[src/rtl/mrport_dram_pkg.sv]
package mrport_dram_pkg;

    // Pick one bit out of a stored entry, selected by the low address bits.
    function automatic logic pick_bit(input logic [1:0] entry, input logic sel);
        pick_bit = sel ? entry[1] : entry[0];
    endfunction

endpackage

[src/rtl/mrport_dram_column.sv]
module mrport_dram_column #(
    parameter int              ADDR_W   = 5,
    parameter int              COL_W    = 2,
    parameter bit              NEG_EDGE = 1'b0,
    parameter logic [COL_W-1:0] INIT_COL = '0
) (
    input  logic              wclk,
    input  logic              we,
    input  logic [ADDR_W-1:0] waddr,
    input  logic [COL_W-1:0]  wdata,
    input  logic [ADDR_W-1:0] raddr,
    output logic [COL_W-1:0]  rword
);
    localparam int DEPTH = 1 << ADDR_W;

    logic [COL_W-1:0] mem [DEPTH];

    // Power-up contents; there is no run-time clear.
    initial begin
        for (int i = 0; i < DEPTH; i++) begin
            mem[i] = INIT_COL;
        end
    end

    generate
        if (NEG_EDGE) begin : g_fall
            always_ff @(negedge wclk) begin
                if (we) begin
                    mem[waddr] <= wdata;
                end
            end
        end else begin : g_rise
            always_ff @(posedge wclk) begin
                if (we) begin
                    mem[waddr] <= wdata;
                end
            end
        end
    endgenerate

    // Combinational read.
    assign rword = mem[raddr];

endmodule

[src/rtl/mrport_dram_narrow.sv]
module mrport_dram_narrow #(
    parameter int ADDR_W = 5,
    parameter int SEL_W  = 1
) (
    input  logic [ADDR_W+SEL_W-1:0] naddr,
    input  logic [1:0]              entry,
    output logic [ADDR_W-1:0]       word_addr,
    output logic                    bit_out
);
    import mrport_dram_pkg::*;

    // Upper bits address the entry; the low bit picks the half.
    assign word_addr = naddr[ADDR_W+SEL_W-1:SEL_W];
    assign bit_out   = pick_bit(entry, naddr[0]);

endmodule

[src/rtl/mrport_dram.sv]
module mrport_dram #(
    parameter int ADDR_W   = 5,
    parameter int COL_W    = 2,
    parameter int NCOL     = 8,
    parameter bit WCLK_INV = 1'b0,
    parameter logic [NCOL*COL_W-1:0] INIT_WORD = '0
) (
    input  logic                            wclk,
    input  logic                            we,
    input  logic [ADDR_W-1:0]               wr_addr,
    input  logic [NCOL*COL_W-1:0]           wr_data,
    input  logic [(NCOL-1)*(ADDR_W+1)-1:0]  nr_addr,
    output logic [NCOL-2:0]                 nr_data,
    output logic [COL_W-1:0]                wide_data
);
    localparam int SEL_W = 1;
    localparam int NA_W  = ADDR_W + SEL_W;
    localparam int NNAR  = NCOL - 1;

    // Narrow columns, one per narrow read port.
    generate
        for (genvar k = 0; k < NNAR; k++) begin : g_nar
            logic [ADDR_W-1:0] waddr_k;
            logic [COL_W-1:0]  entry_k;

            mrport_dram_narrow #(
                .ADDR_W (ADDR_W),
                .SEL_W  (SEL_W)
            ) u_sel (
                .naddr     (nr_addr[k*NA_W +: NA_W]),
                .entry     (entry_k),
                .word_addr (waddr_k),
                .bit_out   (nr_data[k])
            );

            mrport_dram_column #(
                .ADDR_W   (ADDR_W),
                .COL_W    (COL_W),
                .NEG_EDGE (WCLK_INV),
                .INIT_COL (INIT_WORD[k*COL_W +: COL_W])
            ) u_col (
                .wclk  (wclk),
                .we    (we),
                .waddr (wr_addr),
                .wdata (wr_data[k*COL_W +: COL_W]),
                .raddr (waddr_k),
                .rword (entry_k)
            );
        end
    endgenerate

    // Wide column: read at the write address.
    mrport_dram_column #(
        .ADDR_W   (ADDR_W),
        .COL_W    (COL_W),
        .NEG_EDGE (WCLK_INV),
        .INIT_COL (INIT_WORD[NNAR*COL_W +: COL_W])
    ) u_wide (
        .wclk  (wclk),
        .we    (we),
        .waddr (wr_addr),
        .wdata (wr_data[NNAR*COL_W +: COL_W]),
        .raddr (wr_addr),
        .rword (wide_data)
    );

endmodule

[config.mk]
export PLATFORM = sky130hd
export DESIGN_NAME = mrport_dram
export DESIGN_NICKNAME = d
export VERILOG_FILES = /design/src/rtl/mrport_dram_pkg.sv /design/src/rtl/mrport_dram_column.sv /design/src/rtl/mrport_dram_narrow.sv /design/src/rtl/mrport_dram.sv
export SDC_FILE = /design/constraint.sdc
export NUM_CORES = 1
export LEC_CHECK = 0
export BUFFER_PORTS_ARGS = -buffer_cell sky130_fd_sc_hd__buf_4
export CAP_MARGIN = 10
export CORE_MARGIN = 5
export CORE_UTILIZATION = 26
export CTS_CLUSTER_DIAMETER = 150
export DETAILED_ROUTE_END_ITERATION = 12
export GPL_ROUTABILITY_DRIVEN = 0
export PLACE_DENSITY = 0.44
export SKIP_LAST_GASP = 1
export SYNTH_ARGS = -nofsm -noshare
export SYNTH_HDL_FRONTEND = slang
export SYNTH_SLANG_ARGS = --single-unit
[constraint.sdc]
create_clock -name wclk -period 2.9 [get_ports wclk]
set_clock_uncertainty 0.2 [all_clocks]
set_input_delay 0.435 -clock wclk [delete_from_list [all_inputs] [get_ports wclk]]
set_output_delay 0.435 -clock wclk [all_outputs]
set_load 0.005 [all_outputs]
==> results of run 1 <==
==> how the worst max path moves through the flow <==
stage	to	slack, ns	from
floorplan	nr_data[5]	0.31	nr_addr[31]
global placement	wide_data[1]	-0.03	wr_addr[0]
detailed placement	wide_data[1]	-0.006	wr_addr[0]
CTS	nr_data[0]	-0.14	g_nar[0].u_col.mem[27][0]
global route	nr_data[6]	-0.16	g_nar[6].u_col.mem[5][1]
finish	nr_data[6]	-0.04	g_nar[6].u_col.mem[5][1]
==> logic make-up after synthesis <==
group,count (synthesis),share of synthesized area
simple gates,125,0.0298
mux,158,0.166
flops,512,0.762
compound gates,60,0.0221
buf+inv,63,0.0198
==> metrics by stage <==
step	setup WS (ns)	cells	hold slack [ns]	power (mW)	utilization
6_report	-0.0434	2166	0.0464	15.9	0.317
5_1_grt	-0.162	2164	0.0320	16.5	0.317
4_1_cts	-0.143	2164	0.000467	16.1	0.316
3_5_place_dp	-0.00602	2065	0.658	9.24	0.293
3_3_place_gp	-0.0305	2065	0.647	9.23	0.293
2_1_floorplan	0.309	918	0.334	8.86	-
==> registers in the layout, summed over array words and instances (netlist names) <==
name and flops:
g_nar.u_col.mem 448, u_wide.mem 64
==> power groups by stage <==
stage | registers, mW | logic (mW) | clock network [mW]
finish | 8.25 | 0.857 | 6.77
global placement | 8.40 | 0.823 | 0
global route | 8.25 | 0.926 | 7.29
floorplan | 8.40 | 0.455 | 0
detailed placement | 8.41 | 0.831 | 0
CTS | 8.25 | 0.860 | 6.98
==> layout make-up <==
cell class | count | share of cell area
well taps | 1040 | 0.0531
multi-input cells | 343 | 0.187
inverters | 14 | 0.00215
flip-flops and latches | 512 | 0.628
diodes | 2 | 0.000204
clock inverters | 31 | 0.0125
clock buffers | 67 | 0.0580
repair buffers | 157 | 0.0591
==> cells in the mapped netlist <==
library cell and count:
clkbuf_1 14, and3_1 2, a31oi_1 8, buf_6 5
a21oi_1 8, nand3b_1 5, buf_4 9, buf_12 4
nand4_1 5, buf_2 9, mux4_1 48, o21ai_0 1
inv_1 14, nand3_1 19, a211oi_1 2, mux2i_1 26
or3b_2 3, or3_1 1, and2_1 3, a221oi_1 2
a311oi_1 8, nor3_1 1, mux2_2 6, buf_1 4
a311o_1 4, nand2b_1 2, mux4_2 78, o211a_1 1
nor2_1 48, nor3b_1 2, o22ai_1 4, clkbuf_4 4
a22oi_1 12, o2111ai_1 5, edfxtp_1 512, o31ai_1 4
a211o_1 1, nor2b_1 13, nand2_1 21
==> per-layer routing <==
layer,global-route usage,vias to the layer above,share of wire
met4,0.0347,0,0.021
met2,0.207,236,0.48
li1,-,4237,-
met5,0,-,0
met1,0.171,5273,0.44
met3,0.0304,72,0.055
==> timing repair <==
| item | CTS | global route |
|---|---|---|
| hold buffers | 1 | 0 |
| resized for setup | 32 | 19 |
| hold endpoints to repair | 6 | 0 |
| buffers inserted | 0 | 0 |
| pin swaps | 16 | 15 |
| endpoints found under the setup margin | 9 | 9 |
| gates cloned | 0 | 0 |
==> worst max-delay path, cell delays in order (launching register included) <==
cell      delay [ns]
edfxtp_1        0.41
mux4_1          0.51
a22oi_2         0.14
a311oi_1        0.10
a311oi_1        0.25
o31ai_1         0.14
buf_4           0.16
==> results.md, run 1 <==
- Tcrit/Tclk final: 1.01
- Final setup TNS: -0.0941 ns
- Syn nets: 983
- Final antenna-violating net count: 0
- Area grow syn2layout: 21.5%
- Vias/cell: 4.53
- Startpoint Class: flip-flop
- Layout cells sized above 1: 0.349
- Maximum VDD drop: 0.442 mV
- IO Pins: 74
- Most common cell after layout, fill and taps aside: edfxtp_1
- DIE AREA: 83200 um2
- Hold endpoint: g_nar[4].u_col.mem[19][1]
- Clock Path Buffers: 3
- Clock-pin slew on the worst setup and hold paths: 0.06 ns
- WHS Path Cells: 1
- Reg power frac: 0.520
- Worst EP arrival: 2.31 ns
- Worst-Margin Slew: 0.409 ns
- Clock share of power: 0.426
- H-tree depth: 2
- Starting Density: 0.261
- Drt pass-1 iters: 5
- Critical Path Sink Type: output pin
- Pwr Density: 648 nW/um2
- Sw Share: 0.210
- CTS tree: built
- CP max FO: 1
- Final setup fails: 5
- Final WL: 53.4 mm
- Hold path startpoint: wr_data[9]
- CTS root buf: clkbuf_16
- Rows: 102
- Nets: 1148
- Largest net degree at the start of global routing: 33
- Residual DRC count: 0
- Count of cell types in the netlist: 39
- Total GRT Usage: 0.127
- Most frequent cells in the layout: edfxtp_1 (512), buf_4 (132), mux4_2 (92)
- WL per Instance: 24.6 um
- Seq/Total Area, Yosys: 0.762
- Status: finished, violations left
- 1st-iter DRT viols: 692
- Via count: 9818
- Worst endpoint required time: 2.27 ns
- Yosys Warn Count: 0
- Syn avg cell area: 22.0 um2
- Logic pwr share: 0.054
- Fillcell total: 7404
- Internal power: 12.5 mW
- Kind of critical path: flip-flop to output pin
- Net Sw Power: 3.34 mW
- First-pass GRT wire length: 76.2 mm
- MaxCap Viol Count: 0
- Max-slew headroom at the worst pin: 0.726
- I/O Buffers: 73
- Area after DPL: 22600 um2
- Failing checks: setup timing
- Largest cells by area after synthesis: edfxtp_1 (76%), mux4_2 (8.7%), mux4_1 (6.3%), mux2i_1 (1.3%), nor2_1 (0.89%)
- Area of the multi-input gates: 4590 um2
- Die X: 288 um
- Yosys top cell by area: edfxtp_1
- Register area: 15400 um2
- Post-layout min period: 2.94 ns
- Hold Fails Final Rpt: 0
- Initial antenna violation count: 1
- Min setup slack post-route: -0.0434 ns
- Design area: 24500 um2
- Hold Crit Class: input pin to flip-flop
- Vias in the first global route: 10.4k
- Total clock sinks: 512
- CTS Buf Count: 55
- Grt total ovfl: 0
- Yosys reg bits: 512
- RSZ-0062 raised after global routing: true
- Final HPWL DP: 32.9 mm
- Top cell type's share of synthesized area: 0.762
- Peak Freq: 340 MHz
- Max Transition Viols Final: 0
- Mapped cell area: 20200 um2
- Core Region: 77200 um2
- LEAKAGE: 7.81 nW
- Die Span Y: 288 um
- Synth Instances: 918
(Power assumes the default switching activity.)
==> run 2: changes to the inputs <==
Settings changed: CORE_UTILIZATION 26 to 47, PLACE_DENSITY 0.44 to 0.67.
==> run 2 against run 1 <==
The flow now finishes without violations. Via count down 0.26%. Non-clock buffer count down 15. Clock-buffer cell count down 5. Sequential cell count unchanged. Die area down 43%. Sequential share of layout area up 3.0 points. Utilization up 24 points. Fmax up 2.0%. Combinational power down 6.9%. First-iteration DRC count up 54%. Design area down 4.6%. Clock power down 4.7%. Critical path type unchanged. Critical endpoint is now nr_data[1]. Highest routed layer unchanged.
==> results.md, run 2 (synthesis gave the netlist of run 1 again) <==
- Via count: 9792
- Initial antenna violation count: 0
- Kind of critical path: flip-flop to output pin
- Max Transition Viols Final: 0
- Critical-path cell list: mux4_2, a22oi_2, a311oi_1, a311oi_1, o31ai_1, buf_4
- Status: complete, no violations
- Drt pass-1 iters: 5
- Clock Path Buffers: 3
- DIE AREA: 47100 um2
- Grt total ovfl: 0
- Largest delay share family, worst path: compound AO/OA/AOI/OAI gates
- Net Sw Power: 3.07 mW
- Total GRT Usage: 0.191
- Final HPWL DP: 27.5 mm
- Crit path top cell by count: a311oi_1
- Post-layout min period: 2.89 ns
- Clock-pin slew on the worst setup and hold paths: 0.06 ns
- Die X: 217 um
- Nets: 1129
- I/O Buffers: 73
- Max-slew headroom at the worst pin: 0.641
- CTS root buf: clkbuf_16
- Top reg by flops: g_nar.u_col.mem
- Design area: 23400 um2
- Vias in the first global route: 10.0k
- Setup bufs post-CTS: 0
- Max FFs per register: 448
- IO Pins: 74
- Final Hold Slack: 0.0877 ns
- CTS hold repair buffers: 0
- Buffer and inverter count on the worst path: 1
- Clock share of power: 0.416
- Reg power frac: 0.532
- N_diodes: 0
- Internal power: 12.4 mW
- Maximum VDD drop: 0.455 mV
- WHS Path Cells: 1
- CP max-delay cell: mux4_2
- Startpoint Class: flip-flop
- Pwr Density: 663 nW/um2
- Final antenna-violating net count: 0
- Worst-Margin Slew: 0.537 ns
- Hold path startpoint: wr_data[13]
- Core Region: 42200 um2
- Most common cell after layout, fill and taps aside: edfxtp_1
- WL per Instance: 27.5 um
- Starting Density: 0.478
- Hold endpoint: g_nar[6].u_col.mem[9][1]
- Top flop regs: g_nar.u_col.mem (448), u_wide.mem (64)
- CP max FO: 1
- Most frequent cells in the layout: edfxtp_1 (512), buf_4 (136), mux4_2 (94)
- CTS tree: built
- 1st-iter DRT viols: 1066
- LEAKAGE: 7.63 nW
- Total clock sinks: 512
- CP peak stage delay: 0.51 ns
- Final setup fails: 0
- Hold Fails Final Rpt: 0
- Hold Crit Class: input pin to flip-flop
- MaxCap Viol Count: 0
- RSZ-0062 raised after global routing: true
- Vias/cell: 5.97
- Rows: 75
- Critical Path Sink Type: output pin
- Peak Freq: 346 MHz
- Sw Share: 0.198
- Residual DRC count: 0
- Worst endpoint required time: 2.27 ns
- Worst EP arrival: 2.25 ns
- Area after DPL: 21700 um2
- H-tree depth: 2
- First-pass GRT wire length: 66.4 mm
- CTS Buf Count: 51
- Logic pwr share: 0.051
- Final WL: 45.2 mm
- Largest net degree at the start of global routing: 33
- Tcrit/Tclk final: 0.995
- Die Span Y: 217 um
- Layout cells sized above 1: 0.328
- Area grow syn2layout: 15.9%
[run 2: cell types whose count changed in the layout (fill, tap and decap cells not counted), moves of 4 or more]
cell | previous run | this run
buf_12 | 20 | 4
buf_4 | 132 | 136
inv_1 | 10 | 14
inv_2 | 4 | 0
[run 2: worst max-delay path by stage]
stage | cells after the start | start | endpoint | slack [ns]
4_1_cts | 6 | g_nar[1].u_col.mem[21][1] | nr_data[1] | -0.07
5_1_grt | 6 | g_nar[4].u_col.mem[31][0] | nr_data[4] | -0.09
2_1_floorplan | 7 | nr_addr[31] | nr_data[5] | 0.31
3_5_place_dp | 7 | nr_addr[1] | nr_data[0] | 0.08
6_report | 6 | g_nar[1].u_col.mem[21][1] | nr_data[1] | 0.01
3_3_place_gp | 7 | nr_addr[1] | nr_data[0] | 0.04
[run 2: power by group through the flow]
stage	Sequential [mW]	Clock, mW	Combinational (mW)
3_5_place_dp	8.41	0	0.776
6_report	8.25	6.45	0.798
5_1_grt	8.25	6.90	0.860
4_1_cts	8.25	6.56	0.784
2_1_floorplan	8.40	0	0.455
3_3_place_gp	8.40	0	0.766
[run 2: per-stage QoR]
step	util	std cells	power (mW)	setup TNS, ns	setup slack (ns)
after floorplan	-	918	8.86	0	0.309
after global placement	0.514	1550	9.17	0	0.0430
after detailed placement	0.514	1550	9.18	0	0.0761
after CTS	0.552	1641	15.6	-0.162	-0.0741
after global routing	0.554	1641	16.0	-0.380	-0.0882
final	0.554	1641	15.5	0	0.0135
[run 2: timing repair]
action / in CTS / in global routing
resized for setup: 10 / 24
endpoints found under the hold margin: 0 / 0
setup endpoints to repair: 7 / 8
pin swaps: 10 / 14
[run 2: final cells by class]
class	count	area [um2]
timing repair buffer	142	1120
multi-input combinational	343	4500
clock buffer	62	1360
clock inverter	29	289
tap	539	674
sequential	512	15400
fill	3146	18900
inverter	14	52.6
[run 2: layer usage]
layer  part of all wire  wire length [um]  vias up  GRT usage
met5                  0                 0        -          0
met4              0.025              1110        0     0.0525
met3              0.068              3080       77     0.0282
met2               0.49             22000      390      0.307
met1               0.42             19000     5136      0.281
li1                   -                 -     4189          -
